`src/rtl/spi_clk_cs_timer.sv`:
```
module spi_clk_cs_timer #(
  parameter int N_CS  = 5,
  parameter int LEN_W = 16,
  localparam int ADDR_W = $clog2(N_CS + 1)
) (
  input  logic              clk,
  input  logic              rst_n,
  input  logic              cfg_we,
  input  logic [ADDR_W-1:0] cfg_addr,
  input  logic [31:0]       cfg_wdata,
  input  logic              xfer_start,
  input  logic [LEN_W-1:0]  xfer_bits,
  output logic              xfer_ready,
  output logic              xfer_done,
  output logic              sample_en,
  output logic              shift_en,
  output logic              sclk,
  output logic [N_CS-1:0]   cs_n
);
  typedef enum logic [2:0] {S_IDLE, S_SETUP, S_RUN, S_HOLD, S_GAP} st_t;

  st_t             st;
  logic [31:0]     prm [N_CS];
  logic [2:0]      sel;
  logic [N_CS-1:0] pol, pha;

  logic            sel_ok, live_pol;
  logic [31:0]     word;
  logic [8:0]      eff;
  logic [N_CS-1:0] hot;

  logic            l_pha;
  logic [8:0]      l_rate;
  logic [7:0]      l_hold, l_gap, cnt;
  logic [LEN_W-1:0] rem;
  logic [8:0]      acc;
  logic [9:0]      sum;
  logic            toggle, wrap, lead;

  assign sel_ok   = sel < 3'(N_CS);
  assign live_pol = sel_ok ? pol[sel] : 1'b0;
  assign word     = sel_ok ? prm[sel] : '0;
  assign eff      = (word[31:24] == 8'd0 || word[31:24] == 8'hFF) ? 9'd256 : {1'b0, word[31:24]};
  assign hot      = sel_ok ? ({{(N_CS-1){1'b0}}, 1'b1} << sel) : '0;

  assign sum    = {1'b0, acc} + {1'b0, l_rate};
  assign toggle = sum[8] != acc[8];
  assign wrap   = sum[9];
  assign lead   = toggle && !wrap;

  assign xfer_ready = st == S_IDLE;

  always_ff @(posedge clk or negedge rst_n) begin
    if (!rst_n) begin
      for (int i = 0; i < N_CS; i++) prm[i] <= '0;
      sel <= '0;
      pol <= '0;
      pha <= '0;
    end else if (cfg_we) begin
      if (int'(cfg_addr) < N_CS) prm[cfg_addr] <= cfg_wdata;
      else if (int'(cfg_addr) == N_CS) begin
        sel <= cfg_wdata[22:20];
        for (int i = 0; i < N_CS; i++) begin
          pol[i] <= cfg_wdata[19-i];
          pha[i] <= cfg_wdata[14-i];
        end
      end
    end
  end

  always_ff @(posedge clk or negedge rst_n) begin
    if (!rst_n) begin
      st        <= S_IDLE;
      cs_n      <= '1;
      sclk      <= 1'b0;
      sample_en <= 1'b0;
      shift_en  <= 1'b0;
      xfer_done <= 1'b0;
      l_pha     <= 1'b0;
      l_rate    <= '0;
      l_hold    <= '0;
      l_gap     <= '0;
      cnt       <= '0;
      rem       <= '0;
      acc       <= '0;
    end else begin
      sample_en <= 1'b0;
      shift_en  <= 1'b0;
      xfer_done <= 1'b0;
      case (st)
        S_IDLE: begin
          sclk <= live_pol;
          if (xfer_start) begin
            st     <= S_SETUP;
            cs_n   <= ~hot;
            l_pha  <= sel_ok ? pha[sel] : 1'b0;
            l_rate <= eff;
            cnt    <= word[23:16];
            l_hold <= word[15:8];
            l_gap  <= word[7:0];
            rem    <= xfer_bits;
            acc    <= '0;
          end
        end
        S_SETUP: begin
          if (cnt == 8'd0) st <= S_RUN;
          else cnt <= cnt - 8'd1;
        end
        S_RUN: begin
          acc       <= sum[8:0];
          if (toggle) sclk <= ~sclk;
          sample_en <= (lead && !l_pha) || (wrap && l_pha);
          shift_en  <= (lead && l_pha) || (wrap && !l_pha);
          if (wrap) begin
            if (rem <= LEN_W'(1)) begin
              st  <= S_HOLD;
              cnt <= l_hold;
            end else begin
              rem <= rem - LEN_W'(1);
            end
          end
        end
        S_HOLD: begin
          if (cnt == 8'd0) begin
            st        <= S_GAP;
            cs_n      <= '1;
            xfer_done <= 1'b1;
            cnt       <= l_gap;
          end else begin
            cnt <= cnt - 8'd1;
          end
        end
        S_GAP: begin
          if (cnt == 8'd0) st <= S_IDLE;
          else cnt <= cnt - 8'd1;
        end
        default: st <= S_IDLE;
      endcase
    end
  end
endmodule

```
`config.mk`:
```
export PLATFORM = sky130hd
export DESIGN_NAME = spi_clk_cs_timer
export DESIGN_NICKNAME = d
export VERILOG_FILES = /design/src/rtl/spi_clk_cs_timer.sv
export SDC_FILE = /design/constraint.sdc
export NUM_CORES = 1
export LEC_CHECK = 0
export BUFFER_PORTS_ARGS = -buffer_cell sky130_fd_sc_hd__buf_2
export CAP_MARGIN = 20
export CORE_MARGIN = 4
export CORE_UTILIZATION = 45
export CTS_CLUSTER_DIAMETER = 80
export DETAILED_ROUTE_END_ITERATION = 8
export PLACE_DENSITY = 0.71
export SYNTH_ARGS = -nofsm -noshare
export SYNTH_HDL_FRONTEND = slang
export SYNTH_SLANG_ARGS = --single-unit
```
`constraint.sdc`:
```
create_clock -name clk -period 2.4 [get_ports clk]
set_clock_uncertainty 0.05 [all_clocks]
set_input_delay 0.48 -clock clk [delete_from_list [all_inputs] [get_ports clk]]
set_output_delay 0.48 -clock clk [all_outputs]
set_load 0.03 [all_outputs]
```
**Word level (Yosys, flattened, before mapping)**

Index checks and enable logic that the tools add are counted.

- Output and inout port bits: 10
- Word-level logic and storage cells: 123
- Register bits: 244

- Bitwise gates (word level): 5
- Equality and inequality tests: 16
- Shifts and indexed selects: 1
- Add/sub/neg operators: 3
- Reduce and logical (&&, ||, !) cells: 27
- Magnitude comparators: 7
- Multiplexer cells: 43

Operator list:

| kind | number |
|---|---|
| $bwmux 160 | 1 |
| $mux 32 | 4 |
| $bmux 32 s3 | 1 |
| $demux 32 s3 | 1 |
| $mux 16 | 3 |
| $mux 8 | 5 |
| $pmux 16 s2 | 1 |
| $pmux 8 s4 | 1 |
| $mux 3 | 6 |
| $mux 9 | 2 |
| $ne 2x2->1 const B | 9 |
| $pmux 9 s2 | 1 |
| $le 16x1->1 const B | 1 |
| $logic_not 8->1 | 2 |
| $sub 16x1->16 const B | 1 |
| $mux 5 | 3 |
| $pmux 3 s5 | 1 |
| $add 9x9->10 | 1 |
| $pmux 5 s2 | 1 |
| $mux 1 | 9 |
| $eq 8x8->1 const B | 1 |
| $ge 4x4->1 const B | 2 |
| $not 3->4 | 2 |
| $reduce_and 2->1 | 4 |
| 24 further kinds | 39 |

**Logic depth before layout (Yosys ltp)**

- Word-level depth: 8
- Depth in mapped cells: 10
- Gate-level depth less buffers: 9

**Worst setup path after synthesis**

No wires, ideal clock.

- Path kind: reg-to-reg
- From: register st[2]
- To: register l_gap[4]
- Path slack: -0.053 ns
- Data arrival time: 2.330 ns
- Stages on the path, launching flop included: 8
- Library setup time: 0.072 ns
- Data required time: 2.278 ns
- Path through: dfrtp_1 buf_1 nor3_1 and2_1 clkbuf_1 clkbuf_1 nor2_1 nor2_1

- Cells in the longest elaborated chain, start to end: 2

Ends and longest elaborated chain:

| item | RTL line | source |
|---|---|---|
| from (decl) | 22 | `st_t st;` |
| from (signal assigned) | 73 | `st <= S_IDLE;` |
| from (signal assigned) | 94 | `st <= S_SETUP;` |
| from (signal assigned) | 106 | `if (cnt == 8'd0) st <= S_RUN;` |
| $logic_not 3->1 | - |  |
| named net xfer_ready | 13 | `output logic xfer_ready,` |
| $reduce_and 2->1 (no source line) | - |  |
| to (signal assigned) | 100 | `l_gap <= word[7:0];` |
| to (decl) | 34 | `logic [7:0] l_hold, l_gap, cnt;` |

The timed path passes the listed nets, and every way through them passes these cells.
A chain may end at the register's enable or synchronous reset.

**Worst setup path after layout**

- From: register l_rate[5]
- To: register sclk

- Cells in the longest elaborated chain, start to end: 4

Ends and longest elaborated chain:

| item | RTL line | source |
|---|---|---|
| from (decl) | 33 | `logic [8:0] l_rate;` |
| from (signal assigned) | 80 | `l_rate <= '0;` |
| from (signal assigned) | 97 | `l_rate <= eff;` |
| $add 9x9->10 | 46 | `assign sum = {1'b0, acc} + {1'b0, l_rate};` |
| $ne 1x1->1 | 47 | `assign toggle = sum[8] != acc[8];` |
| $ne 2x2->1 (no source line) | - |  |
| $reduce_and 2->1 (no source line) | - |  |
| to (signal assigned) | 92 | `sclk <= live_pol;` |
| to (signal assigned) | 111 | `if (toggle) sclk <= ~sclk;` |
| to (decl) | 17 | `output logic sclk,` |

No other way between the ends.

==> impl_metrics.yaml <==
outcome:
  outcome: "finished, final reports clean"
flow_run:
  max_cap_violations: 0
logic_synthesis:
  synthTopCellsByArea: "dfrtp_1 51%, mux2_2 17%, mux4_2 5.0%, nor2_1 2.2%, a221oi_1 1.9%"
  yosys.area.top_type: "dfrtp_1"
  synth_edf_count: 0
  syn_inst: 959
  synthDominantCellAreaShare: 0.506
  synthesis.area_um2: 11800
  ys_warn_count: 0
  async_reset_ff_frac: 1.00
  ys_types: 70
  seq_area_frac_synth: 0.517
  synthesis.nets: 1028
  synth-main-ff-cell: "dfrtp_1"
  avgSynthCellArea_um2: 12.3
  ys_ff_latch: 244
clocking:
  clkLatencyLatePin_ps: 530
  htreeDepth: 1
  cts_sinks: 244
  clk_path_buf_depth: 3
  clkTransAtPathRegs_ps: 60
  root_buffer: "clkbuf_16"
  cts_tree: "yes"
  numCtsBuffers: 26
grt:
  antenna_found_initial: 2
  grt_max_degree: 61
  grt_pass1_wl_mm: 44.6
  grt_use_total: 0.188
  grt_pass1_vias: 8459
  overflow: 0
timing:
  hold_viol: 0
  tightest_slew_ps: 846
  period_share: 0.981
  rsz0062_at_grt: "yes"
  relSlewSlack: 0.432
  max_freq_mhz: 425
  period_needed_ps: 2350
  finalMaxSlewViolations: 0
  finalSetupViolCount: 0
  timing.hold.ws_ps: 109
routing:
  viasPerCell: 5.79
  routed_wl_mm: 27.2
  drt_iter0_drc: 474
  drc: 0
  wl_per_cell_um: 19.3
  vias: 8169
  postRouteAntennaNets: 0
  drtPass1Iterations: 5
die:
  io_pins: 65
  fp.dieH_um: 170
  fp-row-count: 59
  core-area_um2: 26000
  die_x_um: 170
  initial_core_util: 0.455
  die_area_um2: 28900
placement:
  place_congestion: 0.913
  dp_cells: 1356
  port_buffers: 64
  place_hpwl_mm: 18.2
setup_path:
  crit_arrival_ps: 2740
  cp-start-kind: "flop"
  cp_max_fo: 6
  path_class: "reg -> reg"
  required_ps: 2780
  endpoint_kind: "flop"
power_and_ir_drop:
  power_density_nw_per_um2: 1090
  peakVddDrop_mv: 0.615
  p_leak_uw: 0.00591
  power_uw: 15100
hold_path:
  min_path_type: "in -> reg"
final_layout:
  fin_util: 0.535
  stdcell_count: 1410
  diodes: 0
  syn2layout_area_growth_pct: 17.6
  drive_gt1_frac: 0.391
  nNetsFinal: 1127
[synth_stat cells (9+ instances only)]
cell / n
a21o_1: 11
a21oi_1: 31
dfrtp_1: 239
mux4_2: 26
nand2_1: 40
buf_2: 15
ha_1: 13
nand3_1: 27
mux2i_1: 10
nor2_1: 70
o211ai_1: 9
nor4_1: 10
nor3_1: 16
clkbuf_1: 37
o21ai_0: 38
inv_1: 14
a221oi_1: 26
mux2_2: 178
[final timing paths]
check	from	end	slack (ps)	depth (start not counted)
min in group asynchronous	rst_n	prm[155]	410	2
setup reg to reg	l_rate[5]	sclk	50	7
setup / recovery	l_rate[5]	sclk	50	7
hold reg to reg	cs_n[0]	cs_n[0]	450	2
max in group asynchronous	rst_n	cs_n[4]	1200	3
hold / removal	xfer_bits[5]	rem[5]	110	3
[repair_timing]
item	CTS	global route
setup buffers	0	8
endpoints found under the hold margin	44	0
pin swaps	0	2
setup endpoints to repair	2	28
gates resized for setup	4	16
hold buffers	1	0
[cell usage in the layout (no fill, tap or decap), types with 6 or more instances in the layout]
master     netlist  routed
buf_4            4      54
nand3_1         27      27
mux2_2         178     178
dfrtp_1        239     236
inv_1           14      14
buf_2           15      63
nor3_1          16      13
a21o_1          11      10
mux2i_1         10      10
o21ai_0         38      36
a211oi_1         7       6
nand2b_1         7       6
buf_12           0      12
nor4_1          10      10
a21oi_1         31      30
a221oi_1        26      26
clkbuf_16        0      26
o211ai_1         9       9
nor2b_1          7       7
nand4_1          6       6
nand2_1         40      39
a31oi_1          6       6
ha_1            13      10
mux4_2          26      26
nor2_1          70      70
[final cells by class]
type | instances | area [µm²]
Multi-Input combinational cell | 641 | 5470
Inverter | 14 | 52.6
Tap cell | 335 | 419
Timing Repair Buffer | 131 | 986
Fill cell | 2256 | 12100
Clock inverter | 11 | 146
Clock buffer | 34 | 711
Sequential cell | 244 | 6120
[metrics by stage]
stage | TNS, ps | instance area, µm² | worst slack [ps]
finish | 0 | 13900 | 45.9
global route | -61.4 | 13900 | -58.7
CTS | 0 | 13800 | 18.6
detailed placement | -116 | 12900 | -71.8
global placement | 0 | 12900 | 1.16
floorplan | 0 | 11800 | 122
[cells by family after synthesis]
| kind of cell | after synthesis | synth area share |
|---|---|---|
| xor gates and xnor gates | 8 | 0.00593 |
| buffers and inverters | 74 | 0.0276 |
| muxes | 217 | 0.231 |
| adders and majority gates | 14 | 0.0155 |
| AOI/OAI and AO/OA | 183 | 0.109 |
| and+or+nand+nor | 219 | 0.0934 |
| DFF | 244 | 0.517 |
[where the power goes]
| part | internal (µW) | switching [µW] |
|---|---|---|
| Clock | 2400 | 1610 |
| Sequential | 5330 | 826 |
| Combinational | 2460 | 2460 |
| Total | 10200 | 4900 |
[sequential cells by signal, summed over array words and instances (netlist names)]
register   flops
l_rate         9
l_gap          8
l_hold         8
sclk           1
st             3
prm          160
pha            5
acc            9
sample_en      1
l_pha          1
cs_n           5
rem           16
cnt            8
pol            5
xfer_done      1
sel            3
shift_en       1
[routing by layer]
| layer | wire, µm | share of wire | up-vias | track usage |
|---|---|---|---|---|
| met5 | 26 | 0.00096 | - | 0 |
| li1 | - | - | 3781 | - |
| met2 | 13000 | 0.48 | 184 | 0.314 |
| met4 | 523 | 0.019 | 4 | 0.0403 |
| met3 | 1160 | 0.043 | 46 | 0.0267 |
| met1 | 12500 | 0.46 | 4154 | 0.264 |
[worst max-delay path: stages (launching register included)]
cell	delay (ps)
dfrtp_1	380
ha_1	380
a21o_1	190
a21o_1	180
or4b_4	500
a31o_2	250
and2_1	140
o311ai_2	200
(Power assumes the default switching activity.)
